## src/rtl/shadow_reg_pkg.sv

```systemverilog
package shadow_reg_pkg;
  // Form stored in the redundant copy for a given main value.
  function automatic logic [63:0] mirror64(input logic [63:0] v);
    return ~v;
  endfunction
endpackage

```

## src/rtl/shadow_reg_store.sv

```systemverilog
module shadow_reg_store #(
  parameter int unsigned          WIDTH  = 32,
  parameter logic [WIDTH-1:0]     INIT   = '0,
  parameter bit                   INVERT = 1'b0
) (
  input  logic             clk,
  input  logic             rst,
  input  logic             we,
  input  logic [WIDTH-1:0] d,
  output logic [WIDTH-1:0] q_o
);
  localparam logic [WIDTH-1:0] LOAD_VAL = INVERT ? ~INIT : INIT;

  logic [WIDTH-1:0] q;
  logic [WIDTH-1:0] d_int;

  assign d_int = INVERT ? ~d : d;

  always_ff @(posedge clk) begin
    if (rst) begin
      q <= LOAD_VAL;
    end else if (we) begin
      q <= d_int;
    end
  end

  assign q_o = q;
endmodule

```

## src/rtl/shadow_reg_cmp.sv

```systemverilog
module shadow_reg_cmp #(
  parameter int unsigned WIDTH = 32
) (
  input  logic [WIDTH-1:0] main_q,
  input  logic [WIDTH-1:0] shadow_q,
  output logic             mismatch
);
  logic [WIDTH-1:0] agree;

  // Each bit pair must differ: main ^ shadow is all ones when consistent.
  assign agree    = main_q ^ shadow_q;
  assign mismatch = ~(&agree);
endmodule

```

## src/rtl/shadow_reg.sv

```systemverilog
module shadow_reg
  import shadow_reg_pkg::*;
#(
  parameter int unsigned      WIDTH     = 32,
  parameter logic [WIDTH-1:0] RESET_VAL = '0,
  parameter bit               SHADOW_EN = 1'b1
) (
  input  logic             clk,
  input  logic             rst,
  input  logic             wr_en,
  input  logic [WIDTH-1:0] wr_data,
  output logic [WIDTH-1:0] rd_data,
  output logic             rd_error
);
  logic [WIDTH-1:0] main_q;

  shadow_reg_store #(
    .WIDTH  (WIDTH),
    .INIT   (RESET_VAL),
    .INVERT (1'b0)
  ) u_main (
    .clk (clk),
    .rst (rst),
    .we  (wr_en),
    .d   (wr_data),
    .q_o (main_q)
  );

  assign rd_data = main_q;

  if (SHADOW_EN) begin : g_shadow
    logic [WIDTH-1:0] shadow_q;

    shadow_reg_store #(
      .WIDTH  (WIDTH),
      .INIT   (RESET_VAL),
      .INVERT (1'b1)
    ) u_shadow (
      .clk (clk),
      .rst (rst),
      .we  (wr_en),
      .d   (wr_data),
      .q_o (shadow_q)
    );

    shadow_reg_cmp #(
      .WIDTH (WIDTH)
    ) u_cmp (
      .main_q   (main_q),
      .shadow_q (shadow_q),
      .mismatch (rd_error)
    );
  end else begin : g_plain
    assign rd_error = 1'b0;
  end
endmodule

```

## config.mk

```make
export PLATFORM = sky130hd
export DESIGN_NAME = shadow_reg
export DESIGN_NICKNAME = d
export VERILOG_FILES = /design/src/rtl/shadow_reg_pkg.sv /design/src/rtl/shadow_reg_store.sv /design/src/rtl/shadow_reg_cmp.sv /design/src/rtl/shadow_reg.sv
export SDC_FILE = /design/constraint.sdc
export NUM_CORES = 1
export LEC_CHECK = 0
export BUFFER_PORTS_ARGS = -buffer_cell sky130_fd_sc_hd__buf_2
export CORE_MARGIN = 5
export CORE_UTILIZATION = 50
export DETAILED_ROUTE_END_ITERATION = 12
export PLACE_DENSITY = 0.75
export SYNTH_ARGS = -nofsm -noshare
export SYNTH_HDL_FRONTEND = slang
export SYNTH_SLANG_ARGS = --single-unit
```

## constraint.sdc

```tcl
create_clock -name clk -period 2.1 [get_ports clk]
set_clock_uncertainty 0.1 [all_clocks]
set_input_delay 0.42 -clock clk [delete_from_list [all_inputs] [get_ports clk]]
set_output_delay 0.42 -clock clk [all_outputs]
set_load 0.1 [all_outputs]
```

==> impl_metrics.csv, run 1 <==
group,metric,value,unit
run_status,status,"finished with violations",
run_status,violations,"setup timing",
sta,finalHoldViolCount,0,
global_route,grt_pass1_wl,9.03,mm
min_path,min_path_cells,3,
global_route,grt_antenna_before_repair,0,
cells_and_area,layoutNonFillerInstCount,423,
worst_setup_path,crit_arrival,1.69,ns
cts,cts_tree,"yes",
logic_synthesis,seq_area_frac_synth,49.6,%
worst_setup_path,r2r_end,"g_shadow.u_shadow.q_o[24]",
logic_synthesis,netlist.area_leader.share,49.6,%
sta,max-slew-margin-rel,66.3,%
sta,worstMarginPinSlew,0.509,ns
cts,cts_buffers,9,
worst_setup_path,crit_fanout,3,
cts,cts_max_path_buffers,2,
global_route,grt-ovfl-total,0,
sta,rsz0062_at_grt,"true",
cts,postCtsHoldBufs,0,
logic_synthesis,syn_nets,320,
min_path,hp-start,"wr_data[21]",
logic_synthesis,synth_top_area_cell,"dfxtp_1",
route,first_pass_iters,4,
run,max-cap-violations,0,
logic_synthesis,synth-seq-cells,64,
pwr,peakVddDrop,0.668,mV
cts,htree_levels,3,
floorplan,row_count,26,
logic_synthesis,ys_warn_count,0,
sta,fin_setup_tns,-0.107,ns
cts,cts.sinks,64,
pwr,powerDensity,878,mW/mm^2
floorplan,fp.coreArea,0.00507,sq mm
sta,setup_slack,-0.107,ns
global_route,first_global_vias,1968,
cts,clock_latency,0.33,ns
worst_setup_path,critPathLaunchType,"flip-flop",
global_route,grt_max_degree,97,
route,antenna_left,0,
route,drc,0,
global_route,grt.total_usage,18.0,%
cts,cts.clk_slew.worst_paths,0.07,ns
floorplan,io_pins,68,
cells_and_area,antenna_cells,0,
placed_design,io_buffers,67,
sta,fin_crit_sh,105,%
sta,period_minus_slack,2.21,ns
route,wire_per_inst,13.4,microns
cells_and_area,fillers,443,
worst_setup_path,critPathCaptureType,"output pin",
route,routed_via_density,4.77,
sta,max_freq,453,MHz
worst_setup_path,cp.required,1.58,ns
min_path,min_to,"u_main.q_o[21]",
logic_synthesis,synth_area_leaders,"dfxtp_1 (50%), nand2b_1 (16%), xor2_1 (11%)",
cells_and_area,fin_nets,383,
logic_synthesis,avgSynthCellArea,9.06,sq um
logic_synthesis,synth_area,0.00258,sq mm
floorplan,fp.dieW,81.9,microns
placed_design,hpwl,3.89,mm
route,drt-initial-drc-count,107,
sta,drv_slew,0,
route,dr_total_vias,2018,
logic_synthesis,synth_cells,285,
cts,clockRootBuffer,"clkbuf_8",
placed_design,finalWeightedCongestion,0.752,
logic_synthesis,synth_cell_types,13,
cells_and_area,drive_gt1_share,37.4,%
worst_setup_path,worst_r2r_path_depth,2,
cells_and_area,syn2layout_area_growth,29.0,%
route,finalWirelength,5.68,mm
worst_setup_path,r2r_slack,1.33,ns
placed_design,pre_cts_ws,0.104,ns
floorplan,die-area,0.00670,sq mm
sta,setup_viol,1,
pwr,leakage,0.00137,uW
floorplan,initial_utilization,50.9,%
worst_setup_path,r2r-start,"g_shadow.u_shadow.q_o[24]",
min_path,hold_class,"input pin to flip-flop",
floorplan,die_h,81.9,microns
placed_design,placedCellCount,406,
worst_setup_path,criticalPathCategory,"flip-flop to output pin",
-- cell usage after synthesis --
master,number
nand2_1,33
a21oi_1,32
nor4_1,2
nand2b_1,64
o21ai_0,24
buf_2,3
buf_4,1
nand4_1,8
xor2_1,32
dfxtp_1,64
o21ai_1,8
buf_6,5
clkbuf_1,9
-- through the flow --
step / hold slack, ns / instance area (sq um) / utilization (%) / total power (uW)
after floorplan: 0.356 / 2680 / - / 1770
after global placement: 0.370 / 3030 / 59.7 / 1870
after detailed placement: 0.377 / 3030 / 59.7 / 1870
after CTS: 0.226 / 3280 / 64.6 / 2940
after global routing: 0.231 / 3330 / 65.6 / 3060
final: 0.239 / 3330 / 65.6 / 2920
-- cells in the final DEF, fill, tap and decap left out, types with 11 or more instances in the layout --
cell | netlist | final
clkbuf_8 | 0 | 11
nand2b_1 | 64 | 64
a21oi_1 | 32 | 32
xor2_1 | 32 | 24
nand2_1 | 33 | 32
o21ai_0 | 24 | 24
dfxtp_2 | 0 | 15
dfxtp_4 | 0 | 22
buf_2 | 3 | 66
dfxtp_1 | 64 | 27
-- logic make-up (layout without fill, tap and decap cells) --
| group | after synthesis | after routing | synth area share [%] |
|---|---|---|---|
| and+or+nand+nor | 107 | 107 | 22.7 |
| DFF | 64 | 64 | 49.6 |
| AOI/OAI and AO/OA | 64 | 64 | 12.4 |
| xor gates and xnor gates | 32 | 32 | 10.9 |
| buffers and inverters | 18 | 86 | 4.36 |
-- cell type report --
| type | count | area, sq um | area share [%] |
|---|---|---|---|
| clock inverters | 3 | 40.0 | 1.20 |
| multi-input cells | 203 | 1260 | 37.9 |
| clock buffers | 13 | 159 | 4.77 |
| repair buffers | 70 | 398 | 12.0 |
| flip-flops and latches | 64 | 1380 | 41.5 |
| well taps | 70 | 87.6 | 2.63 |
-- worst max-delay path: stages (launching register included) --
cell	delay [ns]
dfxtp_4	0.36
xor2_2	0.16
nand4_1	0.17
nor4_2	0.35
nand2_2	0.13
buf_12	0.18
-- registers in the layout, indices dropped and copies added, names as in the netlist --
signal and cells:
g_shadow.u_shadow.q_o 32, u_main.q_o 32
-- power breakdown --
group | switching (uW) | internal, uW | leakage, uW
Sequential | 56.3 | 1270 | 0.000545
Combinational | 388 | 145 | 0.000725
Clock | 449 | 610 | 0.000103
-- worst max path at each step --
stage / startpoint / end / slack, ns / depth (start not counted)
floorplan: u_main.q_o[25] / rd_error / 0.01 / 4
detailed placement: u_main.q_o[18] / rd_error / 0.10 / 5
global placement: u_main.q_o[1] / rd_error / 0.11 / 5
finish: u_main.q_o[18] / rd_error / -0.11 / 5
global route: u_main.q_o[18] / rd_error / -0.17 / 5
CTS: u_main.q_o[12] / rd_error / -0.09 / 5
-- routing by layer --
layer / GRT usage [%] / vias up / share of wire (%)
met5: 0 / - / 0
met4: 6.98 / 0 / 1.3
met3: 6.58 / 7 / 6.0
met2: 28.4 / 41 / 46
met1: 22.3 / 915 / 47
li1: - / 1055 / -
-- timing repair --
action	in CTS	in global routing
buffers inserted	0	1
gates resized for setup	10	9
pin swaps	6	8
setup endpoints to repair	1	1
(Power assumes the default switching activity.)
==> run 2: changes to the inputs <==
BUFFER_PORTS_ARGS = not set   (was -buffer_cell sky130_fd_sc_hd__buf_2)
DONT_BUFFER_PORTS = 1   (was not set)
PLACE_DENSITY = 0.64   (was 0.75)
==> impl_metrics.csv, run 2 (same netlist as run 1, synthesis figures left out) <==
group,metric,value,unit
cts,cts_buffers,9,
route,first_pass_iters,4,
run_status,status,"finished with violations",
placed_design,finalWeightedCongestion,0.708,
sta,drv_slew,0,
route,drt-initial-drc-count,137,
worst_setup_path,cp_slowest_cell,"dfxtp_4",
floorplan,die_h,81.9,microns
cts,cts.clk_slew.worst_paths,0.07,ns
route,finalWirelength,5.62,mm
global_route,grt-ovfl-total,0,
sta,hold_ws,0.0516,ns
pwr,pwr-share-clk,32.4,%
route,dr_total_vias,1909,
pwr,swShare,30.2,%
global_route,grt_pass1_wl,8.82,mm
route,antenna_left,0,
placed_design,placed_cell_area,0.00291,sq mm
cells_and_area,fin_nets,346,
global_route,grt_antenna_before_repair,0,
pwr,leakage,0.00119,uW
cells_and_area,drive_gt1_share,27.8,%
floorplan,row_count,26,
worst_setup_path,cp_cell_sequence,"xor2_2, nand4_1, nor4_2, nand2_2, buf_12",
worst_setup_path,r2r_slack,1.00,ns
cts,cts_max_path_buffers,2,
floorplan,fp.coreArea,0.00507,sq mm
min_path,min_path_cells,1,
worst_setup_path,worst_r2r_path_depth,3,
sta,finalHoldViolCount,0,
route,wire_per_inst,14.6,microns
floorplan,fp.dieW,81.9,microns
worst_setup_path,path_buf_inv,1,
cells_and_area,final_area,0.00314,sq mm
global_route,first_global_vias,1854,
sta,period_minus_slack,2.16,ns
route,routed_via_density,4.95,
worst_setup_path,critPathCaptureType,"output pin",
cells_and_area,antenna_cells,0,
sta,max_freq,462,MHz
sta,max-slew-margin-rel,79.4,%
cts,cts.sinks,64,
global_route,grt_max_degree,97,
cells_and_area,final_common_cell,"nand2b_1",
pwr,seqPwrFrac,49.4,%
worst_setup_path,criticalPathCategory,"flip-flop to output pin",
sta,fin_crit_sh,103,%
sta,setup_viol,1,
worst_setup_path,cp.required,1.58,ns
sta,worstMarginPinSlew,0.309,ns
worst_setup_path,crit_fanout,2,
placed_design,pre_cts_ws,0.221,ns
placed_design,io_buffers,0,
run,max-cap-violations,0,
sta,rsz0062_at_grt,"true",
placed_design,hpwl,3.91,mm
worst_setup_path,critPathLaunchType,"flip-flop",
run_status,violations,"setup timing",
sta,fin_setup_tns,-0.0630,ns
floorplan,initial_utilization,50.9,%
worst_setup_path,slowest_delay,0.35,ns
worst_setup_path,r2r_end,"u_main.q_o[3]",
pwr,total_power,2680,uW
pwr,intPower,1870,uW
worst_setup_path,r2r-start,"u_main.q_o[3]",
pwr,powerDensity,853,mW/mm^2
cts,cts_tree,"yes",
pwr,p_sw,807,uW
pwr,p_comb_share,18.3,%
global_route,grt.total_usage,17.4,%
route,drc,0,
floorplan,die-area,0.00670,sq mm
pwr,peakVddDrop,0.518,mV
cts,htree_levels,3,
min_path,hp-start,"rst",
cells_and_area,syn2layout_area_growth,21.5,%
cts,clockRootBuffer,"clkbuf_8",
cells_and_area,layout_common_cells,"nand2b_1 (64), nand2_1 (32), a21oi_1 (32), buf_4 (32), dfxtp_1 (28)",
min_path,min_to,"u_main.q_o[23]",
min_path,hold_class,"input pin to flip-flop",
sta,setup_slack,-0.0630,ns
cts,clock_latency,0.32,ns
worst_setup_path,crit_arrival,1.64,ns
worst_setup_path,path_delay_family,"simple AND/OR/NAND/NOR gates",
floorplan,io_pins,68,
## run 2: cell count changes in the layout (fill, tap and decap cells not counted), sizes merged
cell    delta
buf       -37
clkbuf     +2
clkinv     -1
bufinv     -1
## run 2: area by class of cell
class / count / area [sq um]
fillers: 475 / 1940
multi-input cells: 203 / 1250
repair buffers: 33 / 260
clock buffers: 15 / 156
well taps: 70 / 87.6
flip-flops and latches: 64 / 1380
clock inverters: 1 / 3.75
## run 2: power by group through the flow
| stage | clock network, uW | logic (uW) | registers (uW) |
|---|---|---|---|
| 2_1_floorplan | 0 | 180 | 1590 |
| 3_3_place_gp | 0 | 479 | 1340 |
| 3_5_place_dp | 0 | 482 | 1340 |
| 4_1_cts | 894 | 493 | 1320 |
| 5_1_grt | 942 | 517 | 1330 |
| 6_report | 866 | 488 | 1320 |
## run 2: what timing repair did
item | in CTS | in global routing
pin swaps | 9 | 3
endpoints found under the setup margin | 1 | 1
hold buffers | 0 | 0
resized for setup | 11 | 1
buffers inserted | 0 | 0
## run 2: worst max path at each step
stage / startpoint / endpoint / depth (start not counted)
finish: u_main.q_o[1] / rd_error / 5
global placement: g_shadow.u_shadow.q_o[1] / rd_error / 5
CTS: g_shadow.u_shadow.q_o[26] / rd_error / 5
floorplan: u_main.q_o[25] / rd_error / 4
detailed placement: g_shadow.u_shadow.q_o[27] / rd_error / 5
global route: u_main.q_o[1] / rd_error / 5
## run 2: routing by layer
metal,vias to the layer above,global-route usage (%),routed length [microns]
met5,-,0,0
met4,0,6.48,47
met3,5,6.03,474
met2,49,26.2,2530
met1,874,22.9,2570
li1,981,-,-
## run 2: per-stage QoR
stage	utilization, %	instances
finish	61.8	386
global route	61.8	386
CTS	61.8	386
floorplan	-	285
global placement	57.4	370
detailed placement	57.4	370
==> run 3: changes to the inputs <==
CTS_BUF_LIST = sky130_fd_sc_hd__clkbuf_4   (was not set)
REMOVE_ABC_BUFFERS = 1   (was not set)
==> impl_metrics.csv, run 3 (same netlist as run 1, synthesis figures left out) <==
group,metric,value,unit
cells_and_area,antenna_cells,0,
pwr,leakage,0.00117,uW
floorplan,row_count,26,
global_route,grt-ovfl-total,0,
worst_setup_path,cp.required,1.58,ns
floorplan,die-area,0.00670,sq mm
cells_and_area,final_area,0.00299,sq mm
sta,worstMarginPinSlew,0.413,ns
floorplan,die_h,81.9,microns
floorplan,io_pins,68,
worst_setup_path,slowest_delay,0.36,ns
placed_design,hpwl,3.29,mm
cts,cts_buffers,9,
sta,setup_viol,1,
route,routed_via_density,4.94,
floorplan,fp.dieW,81.9,microns
global_route,first_global_vias,1820,
cells_and_area,drive_gt1_share,20.8,%
cts,clock_latency,0.39,ns
global_route,grt_pass1_wl,8.40,mm
cts,cts_tree,"yes",
sta,finalHoldViolCount,0,
cts,cts.sinks,64,
global_route,grt_max_degree,97,
cts,cts_max_path_buffers,2,
route,dr_total_vias,1918,
sta,setup_slack,-0.101,ns
worst_setup_path,critPathLaunchType,"flip-flop",
sta,max_freq,454,MHz
route,drc,0,
cells_and_area,final_common_cell,"nand2b_1",
run,max-cap-violations,0,
placed_design,placed_cell_area,0.00280,sq mm
cells_and_area,syn2layout_area_growth,15.7,%
cts,htree_levels,3,
sta,drv_slew,0,
sta,rsz0062_at_grt,"true",
floorplan,fp.coreArea,0.00507,sq mm
min_path,hold_class,"input pin to flip-flop",
worst_setup_path,cp_slowest_cell,"dfxtp_2",
cts,cts.clk_slew.worst_paths,0.11,ns
placed_design,io_buffers,0,
cells_and_area,layout_common_cells,"nand2b_1 (64), dfxtp_1 (49), nand2_1 (33), a21oi_1 (32), buf_4 (32)",
worst_setup_path,crit_fanout,2,
route,antenna_left,0,
worst_setup_path,crit_arrival,1.68,ns
cts,clockRootBuffer,"clkbuf_4",
route,first_pass_iters,4,
worst_setup_path,criticalPathCategory,"flip-flop to output pin",
run_status,status,"finished with violations",
placed_design,pre_cts_ws,0.206,ns
route,drt-initial-drc-count,107,
global_route,grt.total_usage,16.7,%
run_status,violations,"setup timing",
global_route,grt_antenna_before_repair,0,
sta,max-slew-margin-rel,72.4,%
pwr,powerDensity,833,mW/mm^2
worst_setup_path,critPathCaptureType,"output pin",
sta,period_minus_slack,2.20,ns
floorplan,initial_utilization,50.9,%
cells_and_area,fin_nets,348,
route,wire_per_inst,13.7,microns
pwr,peakVddDrop,0.479,mV
placed_design,finalWeightedCongestion,0.709,
sta,fin_crit_sh,105,%
worst_setup_path,cp_cell_sequence,"xor2_1, nand4_1, nor4_2, nand2_1, buf_12",
route,finalWirelength,5.31,mm
-- run 3: area by class of cell --
type | instances | area [sq um]
Tap cell | 70 | 87.6
Multi-Input combinational cell | 203 | 1200
Fill cell | 477 | 2090
Sequential cell | 64 | 1300
Clock inverter | 5 | 23.8
Clock buffer | 11 | 82.6
Timing Repair Buffer | 35 | 290
-- run 3: timing repair --
item | 4_1_cts | 5_1_grt
pin swaps | 5 | 4
hold buffers | 1 | 1
resized for setup | 11 | 9
endpoints found under the hold margin | 32 | 11
endpoints found under the setup margin | 1 | 1
setup buffers | 0 | 0
-- run 3: routing by layer --
layer / GRT usage (%) / wire length (microns)
met1: 20.5 / 2350
met2: 25.0 / 2410
met3: 6.58 / 448
met4: 8.47 / 108
met5: 0 / 0
-- run 3: final timing paths --
kind                              from                         to  slack (ns)  depth (start not counted)
max                      u_main.q_o[1]                   rd_error       -0.10                          5
min                                rst   g_shadow.u_shadow.q_o[2]        0.03                          1
max reg2reg             u_main.q_o[23]             u_main.q_o[23]        1.03                          3
min reg2reg  g_shadow.u_shadow.q_o[26]  g_shadow.u_shadow.q_o[26]        0.38                          2
-- run 3: through the flow --
| step | util, % | hold WS, ns | cells | TNS, ns | total power (uW) |
|---|---|---|---|---|---|
| after floorplan | - | 0.356 | 267 | -0.514 | 1730 |
| after global placement | 55.3 | 0.369 | 370 | 0 | 1810 |
| after detailed placement | 55.3 | 0.380 | 370 | 0 | 1820 |
| after CTS | 58.4 | 0.00791 | 387 | -0.177 | 2500 |
| after global routing | 58.8 | -0.000359 | 388 | -0.241 | 2620 |
| final | 58.8 | 0.0286 | 388 | -0.101 | 2490 |
-- run 3: where the power goes --
| part | switching [uW] | leakage, uW | internal (uW) |
|---|---|---|---|
| logic | 351 | 0.000571 | 135 |
| clock network | 413 | 0.0000678 | 259 |
| registers | 43.5 | 0.000530 | 1280 |
-- run 3: critical path: cells and delay by family (launching register included) --
| family | cells | cell delay [ns] |
|---|---|---|
| XOR/XNOR | 1 | 0.14 |
| flip-flops | 1 | 0.36 |
| buffers and inverters | 1 | 0.19 |
| AND/OR/NAND/NOR | 3 | 0.60 |
